[config.mk]
export PLATFORM = sky130hd
export DESIGN_NAME = prex_commit_unit
export DESIGN_NICKNAME = d
export VERILOG_FILES = /design/src/rtl/prex_pkg.sv /design/src/rtl/prex_stage.sv /design/src/rtl/prex_datapath.sv /design/src/rtl/prex_control.sv /design/src/rtl/prex_commit_unit.sv
export SDC_FILE = /design/constraint.sdc
export NUM_CORES = 1
export LEC_CHECK = 0
export BUFFER_PORTS_ARGS = -buffer_cell sky130_fd_sc_hd__buf_2
export CAP_MARGIN = 20
export CORE_MARGIN = 4
export CORE_UTILIZATION = 45
export DETAILED_ROUTE_END_ITERATION = 10
export MAX_ROUTING_LAYER = met4
export PLACE_DENSITY = 0.67
export SYNTH_ARGS = -nofsm -noshare
export SYNTH_HDL_FRONTEND = slang
export SYNTH_SLANG_ARGS = --single-unit
[constraint.sdc]
create_clock -name clk -period 2.35 [get_ports clk]
set_input_delay 0.3525 -clock clk [delete_from_list [all_inputs] [get_ports clk]]
set_output_delay 0.3525 -clock clk [all_outputs]
set_load 0.02 [all_outputs]
[src/rtl/prex_pkg.sv]
package prex_pkg;

  localparam int CAUSE_W = 3;

  typedef enum logic [CAUSE_W-1:0] {
    CAUSE_IRQ     = 3'd0,
    CAUSE_FETCH   = 3'd1,
    CAUSE_ILLEGAL = 3'd2,
    CAUSE_OVF     = 3'd3,
    CAUSE_DATA    = 3'd4,
    CAUSE_SYSCALL = 3'd5
  } causeE;

  // Tag carried alongside each in-flight instruction
  typedef struct packed {
    logic  valid;
    logic  excPending;
    causeE cause;
    logic  rfe;
  } stageTagT;

  // Strobes from control to datapath
  typedef struct packed {
    logic  takeExc;
    logic  takeRfe;
    logic  useNextPc;
    logic  commitOk;
    causeE cause;
  } ctrlStrobeT;

endpackage

[src/rtl/prex_stage.sv]
module prex_stage
  import prex_pkg::*;
#(
  parameter int PC_W = 32
) (
  input  logic            clk,
  input  logic            rstN,
  input  logic            flush,
  input  stageTagT        inTag,
  input  logic [PC_W-1:0] inPc,
  input  logic            localFault,
  input  causeE           localCause,
  input  logic            localRfe,
  output stageTagT        outTag,
  output logic [PC_W-1:0] outPc
);

  stageTagT        heldTag;
  logic [PC_W-1:0] heldPc;

  always_ff @(posedge clk) begin
    if (!rstN) begin
      heldTag <= '0;
      heldPc  <= '0;
    end else if (flush) begin
      heldTag <= '0;
    end else begin
      heldTag <= inTag;
      heldPc  <= inPc;
    end
  end

  // First recorded condition wins; bubbles ignore local inputs
  always_comb begin
    outTag = heldTag;
    if (heldTag.valid && !heldTag.excPending && localFault) begin
      outTag.excPending = 1'b1;
      outTag.cause      = localCause;
    end
    if (heldTag.valid && localRfe) begin
      outTag.rfe = 1'b1;
    end
  end

  assign outPc = heldPc;

endmodule

[src/rtl/prex_datapath.sv]
module prex_datapath
  import prex_pkg::*;
#(
  parameter int PC_W       = 32,
  parameter int INSN_BYTES = 4
) (
  input  logic            clk,
  input  logic            rstN,
  input  logic            fetchValid,
  input  logic [PC_W-1:0] fetchPc,
  input  logic            fetchFault,
  input  logic            decIllegal,
  input  logic            decSyscall,
  input  logic            decRfe,
  input  logic            exeOverflow,
  input  logic            memAddrFault,
  input  ctrlStrobeT      strobe,
  output stageTagT        commitTag,
  output logic [PC_W-1:0] epcQ,
  output causeE           causeQ,
  output logic            intEnableQ,
  output logic            kernelModeQ
);

  localparam int NUM_STAGES = 3;  // decode, execute, memory

  stageTagT        tagChain   [NUM_STAGES+1];
  logic [PC_W-1:0] pcChain    [NUM_STAGES+1];
  logic            stageFault [NUM_STAGES];
  causeE           stageCause [NUM_STAGES];
  logic            stageRfe   [NUM_STAGES];

  assign tagChain[0] = '{valid:      fetchValid,
                         excPending: fetchValid & fetchFault,
                         cause:      CAUSE_FETCH,
                         rfe:        1'b0};
  assign pcChain[0]  = fetchPc;

  assign stageFault[0] = decIllegal | decSyscall;
  assign stageCause[0] = decIllegal ? CAUSE_ILLEGAL : CAUSE_SYSCALL;
  assign stageRfe[0]   = decRfe;
  assign stageFault[1] = exeOverflow;
  assign stageCause[1] = CAUSE_OVF;
  assign stageRfe[1]   = 1'b0;
  assign stageFault[2] = memAddrFault;
  assign stageCause[2] = CAUSE_DATA;
  assign stageRfe[2]   = 1'b0;

  for (genvar s = 0; s < NUM_STAGES; s++) begin : g_stage
    prex_stage #(.PC_W(PC_W)) stage_i (
      .clk       (clk),
      .rstN      (rstN),
      .flush     (strobe.takeExc),
      .inTag     (tagChain[s]),
      .inPc      (pcChain[s]),
      .localFault(stageFault[s]),
      .localCause(stageCause[s]),
      .localRfe  (stageRfe[s]),
      .outTag    (tagChain[s+1]),
      .outPc     (pcChain[s+1])
    );
  end

  assign commitTag = tagChain[NUM_STAGES];

  logic [PC_W-1:0] commitPc;
  logic [PC_W-1:0] savePc;
  assign commitPc = pcChain[NUM_STAGES];
  assign savePc   = strobe.useNextPc ? commitPc + PC_W'(INSN_BYTES) : commitPc;

  always_ff @(posedge clk) begin
    if (!rstN) begin
      epcQ        <= '0;
      causeQ      <= CAUSE_IRQ;
      intEnableQ  <= 1'b0;
      kernelModeQ <= 1'b1;
    end else if (strobe.takeExc) begin
      epcQ        <= savePc;
      causeQ      <= strobe.cause;
      intEnableQ  <= 1'b0;
      kernelModeQ <= 1'b1;
    end else if (strobe.takeRfe) begin
      intEnableQ  <= 1'b1;
      kernelModeQ <= 1'b0;
    end
  end

endmodule

[src/rtl/prex_control.sv]
module prex_control
  import prex_pkg::*;
(
  input  stageTagT   commitTag,
  input  logic       irqReq,
  input  logic       intEnable,
  output ctrlStrobeT strobe
);

  logic irqTake;
  logic trap;

  assign irqTake = commitTag.valid && irqReq && intEnable;
  assign trap    = commitTag.valid && (irqTake || commitTag.excPending);

  always_comb begin
    strobe.takeExc   = trap;
    strobe.cause     = irqTake ? CAUSE_IRQ : commitTag.cause;
    strobe.useNextPc = !irqTake && (commitTag.cause == CAUSE_SYSCALL);
    strobe.takeRfe   = commitTag.valid && commitTag.rfe && !trap;
    strobe.commitOk  = commitTag.valid && !trap;
  end

endmodule

[src/rtl/prex_commit_unit.sv]
module prex_commit_unit
  import prex_pkg::*;
#(
  parameter int              PC_W       = 32,
  parameter int              INSN_BYTES = 4,
  parameter logic [PC_W-1:0] HANDLER_PC = 32'h0000_0180
) (
  input  logic            clk,
  input  logic            rstN,
  input  logic            fetchValid,
  input  logic [PC_W-1:0] fetchPc,
  input  logic            fetchFault,
  input  logic            decIllegal,
  input  logic            decSyscall,
  input  logic            decRfe,
  input  logic            exeOverflow,
  input  logic            memAddrFault,
  input  logic            irqReq,
  output logic            killFetch,
  output logic            killDecode,
  output logic            killExecute,
  output logic            killWriteback,
  output logic            commitValid,
  output logic            redirectValid,
  output logic [PC_W-1:0] redirectPc,
  output logic [PC_W-1:0] epc,
  output logic [2:0]      cause,
  output logic            intEnable,
  output logic            kernelMode
);

  ctrlStrobeT strobe;
  stageTagT   commitTag;
  causeE      causeQ;

  prex_datapath #(.PC_W(PC_W), .INSN_BYTES(INSN_BYTES)) dp_i (
    .clk         (clk),
    .rstN        (rstN),
    .fetchValid  (fetchValid),
    .fetchPc     (fetchPc),
    .fetchFault  (fetchFault),
    .decIllegal  (decIllegal),
    .decSyscall  (decSyscall),
    .decRfe      (decRfe),
    .exeOverflow (exeOverflow),
    .memAddrFault(memAddrFault),
    .strobe      (strobe),
    .commitTag   (commitTag),
    .epcQ        (epc),
    .causeQ      (causeQ),
    .intEnableQ  (intEnable),
    .kernelModeQ (kernelMode)
  );

  prex_control ctl_i (
    .commitTag(commitTag),
    .irqReq   (irqReq),
    .intEnable(intEnable),
    .strobe   (strobe)
  );

  assign killFetch     = strobe.takeExc;
  assign killDecode    = strobe.takeExc;
  assign killExecute   = strobe.takeExc;
  assign killWriteback = strobe.takeExc;
  assign redirectValid = strobe.takeExc;
  assign redirectPc    = HANDLER_PC;
  assign commitValid   = strobe.commitOk;
  assign cause         = causeQ;

endmodule

==> results of run 1 <==
-- stage by stage --
stage | utilization | hold slack (ps) | instances | instance area [sq um] | power (uW)
after floorplan | - | 416 | 774 | 6320 | 2980
after global placement | 0.500 | 424 | 969 | 6710 | 3050
after detailed placement | 0.500 | 446 | 969 | 6710 | 3050
after CTS | 0.546 | 114 | 1001 | 7320 | 5810
after global routing | 0.546 | 122 | 1001 | 7320 | 5970
final | 0.546 | 138 | 1001 | 7320 | 5750
-- kinds of logic (layout without fill, tap and decap cells) --
logic type               Yosys count  after routing
AND/OR/NAND/NOR                  307            307
flip-flops                       148            148
multiplexers                       1              1
adder cells (fa/ha/maj)            1              1
AO/OA/AOI/OAI                    182            182
XOR/XNOR                          12             12
other                              2             32
buffers and inverters             91            142
-- critical path: cells and delay by family (launching register included) --
kind | cells | cell delay, ps
AOI/OAI and AO/OA | 1 | 110
buffers and inverters | 2 | 660
DFF | 1 | 370
and+or+nand+nor | 1 | 260
-- flip-flops by register name (all words and copies together) (netlist names) --
signal,cells
dp_i.kernelModeQ,1
dp_i.causeQ,3
dp_i.g_stage.stage_i.outTag,3
dp_i.g_stage.stage_i.heldTag,12
dp_i.epcQ,32
dp_i.intEnableQ,1
dp_i.g_stage.stage_i.outPc,96
-- how the worst min path moves through the flow --
| stage | from | endpoint | slack, ps |
|---|---|---|---|
| detailed placement | dp_i.g_stage[1].stage_i.heldTag[2] | dp_i.g_stage[2].stage_i.heldTag[2] | 450 |
| floorplan | dp_i.g_stage[1].stage_i.heldTag[1] | dp_i.g_stage[2].stage_i.heldTag[1] | 420 |
| global route | decIllegal | dp_i.g_stage[1].stage_i.heldTag[3] | 120 |
| CTS | decIllegal | dp_i.g_stage[1].stage_i.heldTag[3] | 110 |
| finish | decIllegal | dp_i.g_stage[1].stage_i.heldTag[3] | 140 |
| global placement | dp_i.g_stage[1].stage_i.heldTag[2] | dp_i.g_stage[2].stage_i.heldTag[2] | 420 |
-- per-layer routing --
| metal | global-route usage | wire [um] | vias to the layer above | part of all wire |
|---|---|---|---|---|
| met4 | 0.0631 | 222 | 0 | 0.017 |
| met3 | 0.0456 | 800 | 19 | 0.060 |
| met5 | - | 0 | - | 0 |
| li1 | - | - | 2588 | - |
| met2 | 0.257 | 5990 | 129 | 0.45 |
| met1 | 0.227 | 6300 | 2317 | 0.47 |
-- cells in the mapped netlist, drive strengths merged, types with 4 or more instances --
master	count
and4	5
nand4	14
o21ai	41
nor3b	4
nor2b	5
or4	5
nand2	217
clkbuf	36
inv	8
nor4	5
dfxtp	148
o31ai	6
nand3	9
and3	10
xnor2	7
xor2	5
buf	47
nor2	11
a21oi	17
a21boi	100
a31oi	12
or3	8
nor3	11
-- cell usage in the layout, fill, tap and decap left out, types with 5 or more instances in the layout --
cell type	n
nand3_1	9
or3_1	8
and3_1	10
o31ai_1	5
a21boi_0	87
nand2_1	217
a21oi_1	17
nor3_1	10
nor2_1	11
inv_1	7
clkbuf_16	17
or4_1	5
buf_4	14
a21boi_1	13
buf_2	84
dfxtp_1	148
o21ai_0	38
a31oi_1	12
xor2_1	5
nor2b_1	5
nand4_1	11
conb_1	32
xnor2_1	7
-- area by class of cell --
cell class	instances	area share
Sequential cell	148	0.405
Clock inverter	9	0.0171
Multi-Input combinational cell	535	0.394
Clock buffer	23	0.0667
Tap cell	176	0.0301
Timing Repair Buffer	102	0.0827
Inverter	8	0.00445
-- power breakdown --
part / leakage (uW) / total [uW] / internal, uW / switching (uW)
Clock: 0.000299 / 2750 / 1770 / 975
Combinational: 0.00146 / 333 / 129 / 204
Sequential: 0.00121 / 2670 / 2610 / 61.3
==> impl_metrics.json, run 1 <==
{
  "period_share": 0.923,
  "crit_fanout": 57,
  "cts_tree": "done",
  "grt_max_degree": 110,
  "ant_nets": 0,
  "gr-usage-all-layers": 0.173,
  "gp_congestion": 0.877,
  "drive_gt1_frac": 0.175,
  "antennaDiodeCount": 0,
  "ys_top_cells_by_area": "dfxtp_1, nand2_1, a21boi_0",
  "hpwlAfterDp_um": 9080,
  "insertion_delay_ps": 410,
  "layout.nets": 855,
  "multi_input_area_sq_um": 2880,
  "reg2reg_slack_ps": 410,
  "synth.distinct_cells": 41,
  "grt_pass1_vias": 4581,
  "maxCapViolations": 0,
  "ys_seq_area_frac": 0.477,
  "cp-startpoint": "dp_i.intEnableQ",
  "synthAdderAreaFrac": 0.00201,
  "slowest_stage": "inv_4",
  "synth_flop_cell": "dfxtp_1",
  "clk_root_buffer_cell": "clkbuf_16",
  "grt_pass1_wl_um": 21900,
  "cts.clk_slew.worst_paths_ps": 60,
  "die_w_um": 125,
  "synth_top_family_by_area": "simple AND/OR/NAND/NOR gates",
  "die_h_um": 125,
  "io_pins": 117,
  "synth_mux_area_frac": 0.00161,
  "reg2reg_to": "dp_i.epcQ[19]",
  "start_util": 0.463,
  "r2r_start": "dp_i.g_stage[2].stage_i.outPc[4]",
  "cts.sinks": 148,
  "clockBufferDepth": 2,
  "final.min_clock_period_ps": 2170,
  "post-place-ws_ps": 287,
  "vias_per_cell": 5.05,
  "htree_num_levels": 4,
  "cts_buffers": 17,
  "status": "completed",
  "worstMarginPinSlew_ps": 530,
  "netlist.area_leader.share": 0.477,
  "synth-edff-count": 0,
  "path_cells": "and2_1, o31ai_4, inv_4, buf_2",
  "finClkSkew_ps": 5.56,
  "antenna_found_initial": 0,
  "core_sq_um": 13400,
  "drcViolationCount": 0,
  "vias": 5053,
  "wl_per_cell_um": 13.3,
  "ir_drop_mv": 0.402,
  "cp_data_arrival_time_ps": 1820,
  "power_density_nw_per_um2": 786,
  "yosys.area_share.simple": 0.227,
  "synth-compound-area-share": 0.196,
  "synth-xor-area-share": 0.0169,
  "first_iter_violations": 328,
  "reg2reg_depth": 5,
  "setup.worst_path.class": "reg2out",
  "num-fill-cells": 1279,
  "setup_viol": 0,
  "dieArea_sq_um": 15700,
  "register_area_sq_um": 2960,
  "syn_area_sq_um": 6210,
  "crit_path_end": "killFetch",
  "synthToLayoutAreaGrowth_pct": 17.9,
  "firstDrtPassIters": 5,
  "start_kind": "register",
  "ctsResizeCount": 0,
  "rsz0062_at_grt": "no",
  "drv_slew": 0,
  "finalHoldViolCount": 0,
  "holdPathStages": 2,
  "avgSynthCellArea_sq_um": 8.35,
  "hp-class": "in2reg",
  "wl_um": 13300,
  "postCtsSetupRepairBufs": 0,
  "synth_area_leader_cell": "dfxtp_1",
  "rows": 42,
  "yosys_warnings": 0,
  "cpPeakStageDelay_ps": 400,
  "end_kind": "output pin",
  "ys_ff_latch": 148,
  "required_ps": 2000,
  "netlist_instances": 744,
  "async_flop_share": 0,
  "finalWorstSetupSlack_ps": 181,
  "overflow": 0,
  "tns_ps": 0,
  "leakage_uw": 0.00297,
  "timing.fmax_ghz": 0.461,
  "max-slew-margin-rel": 0.644,
  "cts_hold_buf": 0,
  "port_buffers": 84
}
No activity file was read; power rests on OpenSTA's default activity.
==> run 2, diff against run 1 <==
Settings changed: CTS_BUF_LIST set to sky130_fd_sc_hd__clkbuf_4 sky130_fd_sc_hd__clkbuf_8.
==> impl_metrics.json, run 2 (same netlist as run 1, synthesis figures left out) <==
{
  "vias_per_cell": 5.04,
  "timing.fmax_ghz": 0.475,
  "cts_hold_buf": 0,
  "synthToLayoutAreaGrowth_pct": 14.9,
  "cts.clk_slew.worst_paths_ps": 80,
  "start_util": 0.463,
  "clk_root_buffer_cell": "clkbuf_8",
  "max-slew-margin-rel": 0.645,
  "firstDrtPassIters": 5,
  "fin_area_sq_um": 7140,
  "drcViolationCount": 0,
  "gp_congestion": 0.877,
  "cts.sinks": 148,
  "htree_num_levels": 4,
  "die_h_um": 125,
  "wl_per_cell_um": 13.1,
  "layout.nets": 855,
  "worstMarginPinSlew_ps": 528,
  "gr-usage-all-layers": 0.171,
  "ir_drop_mv": 0.360,
  "setup.worst_path.class": "reg2out",
  "start_kind": "register",
  "hold_slack_ps": 106,
  "vias": 5045,
  "required_ps": 2000,
  "power_density_nw_per_um2": 709,
  "crit_fanout": 57,
  "overflow": 0,
  "final_cell_mix": "nand2_1, dfxtp_1, a21boi_0, buf_2, o21ai_0",
  "leakage_uw": 0.00289,
  "cts_buffers": 17,
  "hp-class": "in2reg",
  "grt_pass1_wl_um": 21600,
  "rows": 42,
  "first_iter_violations": 325,
  "grt_max_degree": 110,
  "place_area_sq_um": 6710,
  "io_pins": 117,
  "period_share": 0.896,
  "clockBufferDepth": 2,
  "ant_nets": 0,
  "insertion_delay_ps": 440,
  "core_sq_um": 13400,
  "layout_commonest_cell": "nand2_1",
  "die_w_um": 125,
  "final.min_clock_period_ps": 2100,
  "dieArea_sq_um": 15700,
  "finClkSkew_ps": 11.4,
  "fin_util": 0.533,
  "end_kind": "output pin",
  "finalHoldViolCount": 0,
  "largest_reg_flops": 96,
  "antenna_found_initial": 0,
  "hpwlAfterDp_um": 9080,
  "drive_gt1_frac": 0.177,
  "wl_um": 13100,
  "antennaDiodeCount": 0,
  "cp_data_arrival_time_ps": 1750,
  "drv_slew": 0,
  "tns_ps": 0,
  "port_buffers": 84,
  "maxCapViolations": 0,
  "status": "completed",
  "rsz0062_at_grt": "no",
  "cts_tree": "done",
  "setup_viol": 0,
  "grt_pass1_vias": 4523
}
==> run 2: cell count changes in the layout (fill, tap and decap cells not counted) <==
| cell | before | now |
|---|---|---|
| clkbuf_16 | 17 | 0 |
| clkbuf_8 | 4 | 21 |
| clkbuf_1 | 2 | 0 |
| clkbuf_4 | 0 | 2 |
| inv_4 | 1 | 0 |
| inv_6 | 0 | 1 |
==> run 2: area by class of cell <==
| class | instances | area, sq um |
|---|---|---|
| tap | 176 | 220 |
| timing repair buffer | 102 | 606 |
| multi-input combinational | 535 | 2880 |
| fill | 1312 | 6260 |
| inverter | 8 | 35.0 |
| clock inverter | 9 | 125 |
| clock buffer | 23 | 304 |
| sequential | 148 | 2960 |
==> run 2: metal layers <==
layer / vias to the layer above / GRT usage / wire length, um
met3: 16 / 0.0559 / 842
li1: 2585 / - / -
met4: 0 / 0.0542 / 199
met1: 2301 / 0.225 / 6280
met5: - / - / 0
met2: 143 / 0.250 / 5820
==> run 2: critical path, stage by stage, from the launching register on <==
cell	delay, ps
dfxtp_1	340
and2_1	210
o31ai_4	330
inv_6	210
buf_2	220
==> run 2: final timing paths <==
path | start | cells past startpoint | slack, ps | endpoint
setup / recovery | dp_i.intEnableQ | 4 | 250 | killFetch
hold / removal | decIllegal | 2 | 110 | dp_i.g_stage[1].stage_i.heldTag[3]
setup reg to reg | dp_i.g_stage[2].stage_i.outPc[4] | 5 | 420 | dp_i.epcQ[19]
hold reg to reg | dp_i.g_stage[1].stage_i.outPc[13] | 2 | 450 | dp_i.g_stage[1].stage_i.outPc[13]
==> run 2: where the power goes <==
group / switching [uW] / internal (uW)
logic: 203 / 129
registers: 61.1 / 2600
clock network: 885 / 1180
==> run 2: per-stage QoR <==
step,setup WS (ps),power (uW),cells
2_1_floorplan,234,2980,774
3_3_place_gp,344,3050,969
3_5_place_dp,287,3050,969
4_1_cts,90.3,5130,1001
5_1_grt,87.4,5290,1001
6_report,245,5060,1001
==> run 2: repair_timing <==
item / 4_1_cts / 5_1_grt
gates resized for setup: 0 / 1
setup buffers: 0 / 0
setup endpoints to repair: 0 / 5
==> run 3, diff against run 2 <==
Settings changed: PLACE_DENSITY 0.67 to not set, PLACE_DENSITY_LB_ADDON set to 0.15.
==> impl_metrics.json, run 3 (same netlist as run 1, synthesis figures left out) <==
{
  "status": "completed",
  "vias_per_cell": 4.98,
  "power.internal_uw": 4100,
  "reg2reg_to": "dp_i.epcQ[30]",
  "placedCellCount": 967,
  "fin_area_sq_um": 7160,
  "multi_input_area_sq_um": 2880,
  "cp-startpoint": "dp_i.intEnableQ",
  "reg2reg_depth": 5,
  "slowest_stage": "dfxtp_1",
  "maxCapViolations": 0,
  "ir_drop_mv": 0.334,
  "place_area_sq_um": 6680,
  "finalHoldViolCount": 0,
  "grt_max_degree": 79,
  "core_sq_um": 13400,
  "reg2reg_slack_ps": 410,
  "path_cells": "and2_1, o31ai_4, inv_4, buf_2",
  "drive_gt1_frac": 0.175,
  "vias": 4976,
  "final.min_clock_period_ps": 2060,
  "dieArea_sq_um": 15700,
  "first_iter_violations": 252,
  "grt_pass1_wl_um": 22400,
  "overflow": 0,
  "hp-class": "in2reg",
  "cts.sinks": 148,
  "finClkSkew_ps": 7.89,
  "largest_reg_flops": 96,
  "die_h_um": 125,
  "num-fill-cells": 1268,
  "cts_hold_buf": 0,
  "stdcell_count": 999,
  "die_w_um": 125,
  "port_buffers": 84,
  "timing.fmax_ghz": 0.485,
  "cpPeakStageDelay_ps": 370,
  "setup.worst_path.class": "reg2out",
  "firstDrtPassIters": 4,
  "power_density_nw_per_um2": 736,
  "pwr-share-clk": 0.431,
  "switching_share": 0.222,
  "cts_tree": "done",
  "antenna_found_initial": 0,
  "required_ps": 2000,
  "wl_um": 13300,
  "gp_congestion": 0.853,
  "r2r_start": "dp_i.g_stage[2].stage_i.heldTag[3]",
  "layout_commonest_cell": "nand2_1",
  "rows": 42,
  "postCtsSetupRepairBufs": 0,
  "cts.clk_slew.worst_paths_ps": 80,
  "final_cell_mix": "nand2_1, dfxtp_1, a21boi_0, buf_2, o21ai_0",
  "clockBufferDepth": 2,
  "ctsResizeCount": 0,
  "clk_root_buffer_cell": "clkbuf_8",
  "worstMarginPinSlew_ps": 557,
  "drcViolationCount": 0,
  "cts_buffers": 17,
  "p_seq_frac": 0.506,
  "wl_per_cell_um": 13.4,
  "period_share": 0.878,
  "hold_slack_ps": 92.9,
  "layout.nets": 853,
  "io_pins": 117,
  "register_area_sq_um": 2960,
  "cp_data_arrival_time_ps": 1710,
  "crit_fanout": 37,
  "combPwrFrac": 0.062,
  "power.total_uw": 5260,
  "start_util": 0.463,
  "leakage_uw": 0.00289,
  "hpwlAfterDp_um": 9190,
  "end_kind": "output pin",
  "gr-usage-all-layers": 0.177,
  "power.switching_uw": 1170,
  "antennaDiodeCount": 0,
  "crit_path_end": "killExecute",
  "grt_pass1_vias": 4662,
  "insertion_delay_ps": 450,
  "synthToLayoutAreaGrowth_pct": 15.2,
  "rsz0062_at_grt": "no",
  "max-slew-margin-rel": 0.626,
  "htree_num_levels": 4,
  "setup_viol": 0,
  "ant_nets": 0,
  "drv_slew": 0,
  "tns_ps": 0,
  "start_kind": "register"
}
[run 3: cell count changes in the layout (fill, tap and decap cells not counted), sizes merged]
| cell | delta |
|---|---|
| buf | -2 |
| clkbuf | +2 |
| bufinv | +1 |
| clkinv | -3 |
[run 3: how the worst min path moves through the flow]
stage                                                     to  depth (start not counted)                                from  slack [ps]
after global placement    dp_i.g_stage[2].stage_i.heldTag[2]                          2  dp_i.g_stage[1].stage_i.heldTag[2]         430
final                     dp_i.g_stage[1].stage_i.heldTag[3]                          2                          decIllegal          90
after global routing      dp_i.g_stage[1].stage_i.heldTag[3]                          2                          decIllegal          50
after floorplan           dp_i.g_stage[2].stage_i.heldTag[1]                          2  dp_i.g_stage[1].stage_i.heldTag[1]         420
after detailed placement  dp_i.g_stage[2].stage_i.heldTag[2]                          2  dp_i.g_stage[1].stage_i.heldTag[2]         430
after CTS                 dp_i.g_stage[1].stage_i.heldTag[3]                          2                          decIllegal          50
[run 3: critical path: cells and delay by family (launching register included)]
family / cells / cell delay (ps)
AO/OA/AOI/OAI: 1 / 110
buffers and inverters: 2 / 530
flip-flops: 1 / 370
AND/OR/NAND/NOR: 1 / 270
[run 3: final cells by class]
type,instances,share of cell area
sequential,148,0.414
clock inverter,7,0.0196
tap,176,0.0308
inverter,8,0.00455
timing repair buffer,100,0.0808
multi-input combinational,535,0.403
clock buffer,25,0.0472
[run 3: metrics by stage]
stage | worst slack [ps] | utilization
after global routing | 119 | 0.534
after floorplan | 234 | -
after global placement | 367 | 0.498
after detailed placement | 301 | 0.498
final | 286 | 0.534
after CTS | 220 | 0.534
[run 3: metal layers]
| layer | track usage | vias to the layer above | part of all wire |
|---|---|---|---|
| met5 | - | - | 0 |
| met1 | 0.239 | 2247 | 0.48 |
| met4 | 0.0580 | 0 | 0.013 |
| met2 | 0.255 | 128 | 0.44 |
| met3 | 0.0546 | 15 | 0.063 |
| li1 | - | 2586 | - |
[run 3: power groups by stage]
stage	Combinational, uW	Sequential, uW	Clock (uW)
after floorplan	255	2720	0
after global placement	324	2720	0
after detailed placement	330	2720	0
after CTS	332	2660	2330
after global routing	370	2680	2440
final	328	2670	2270
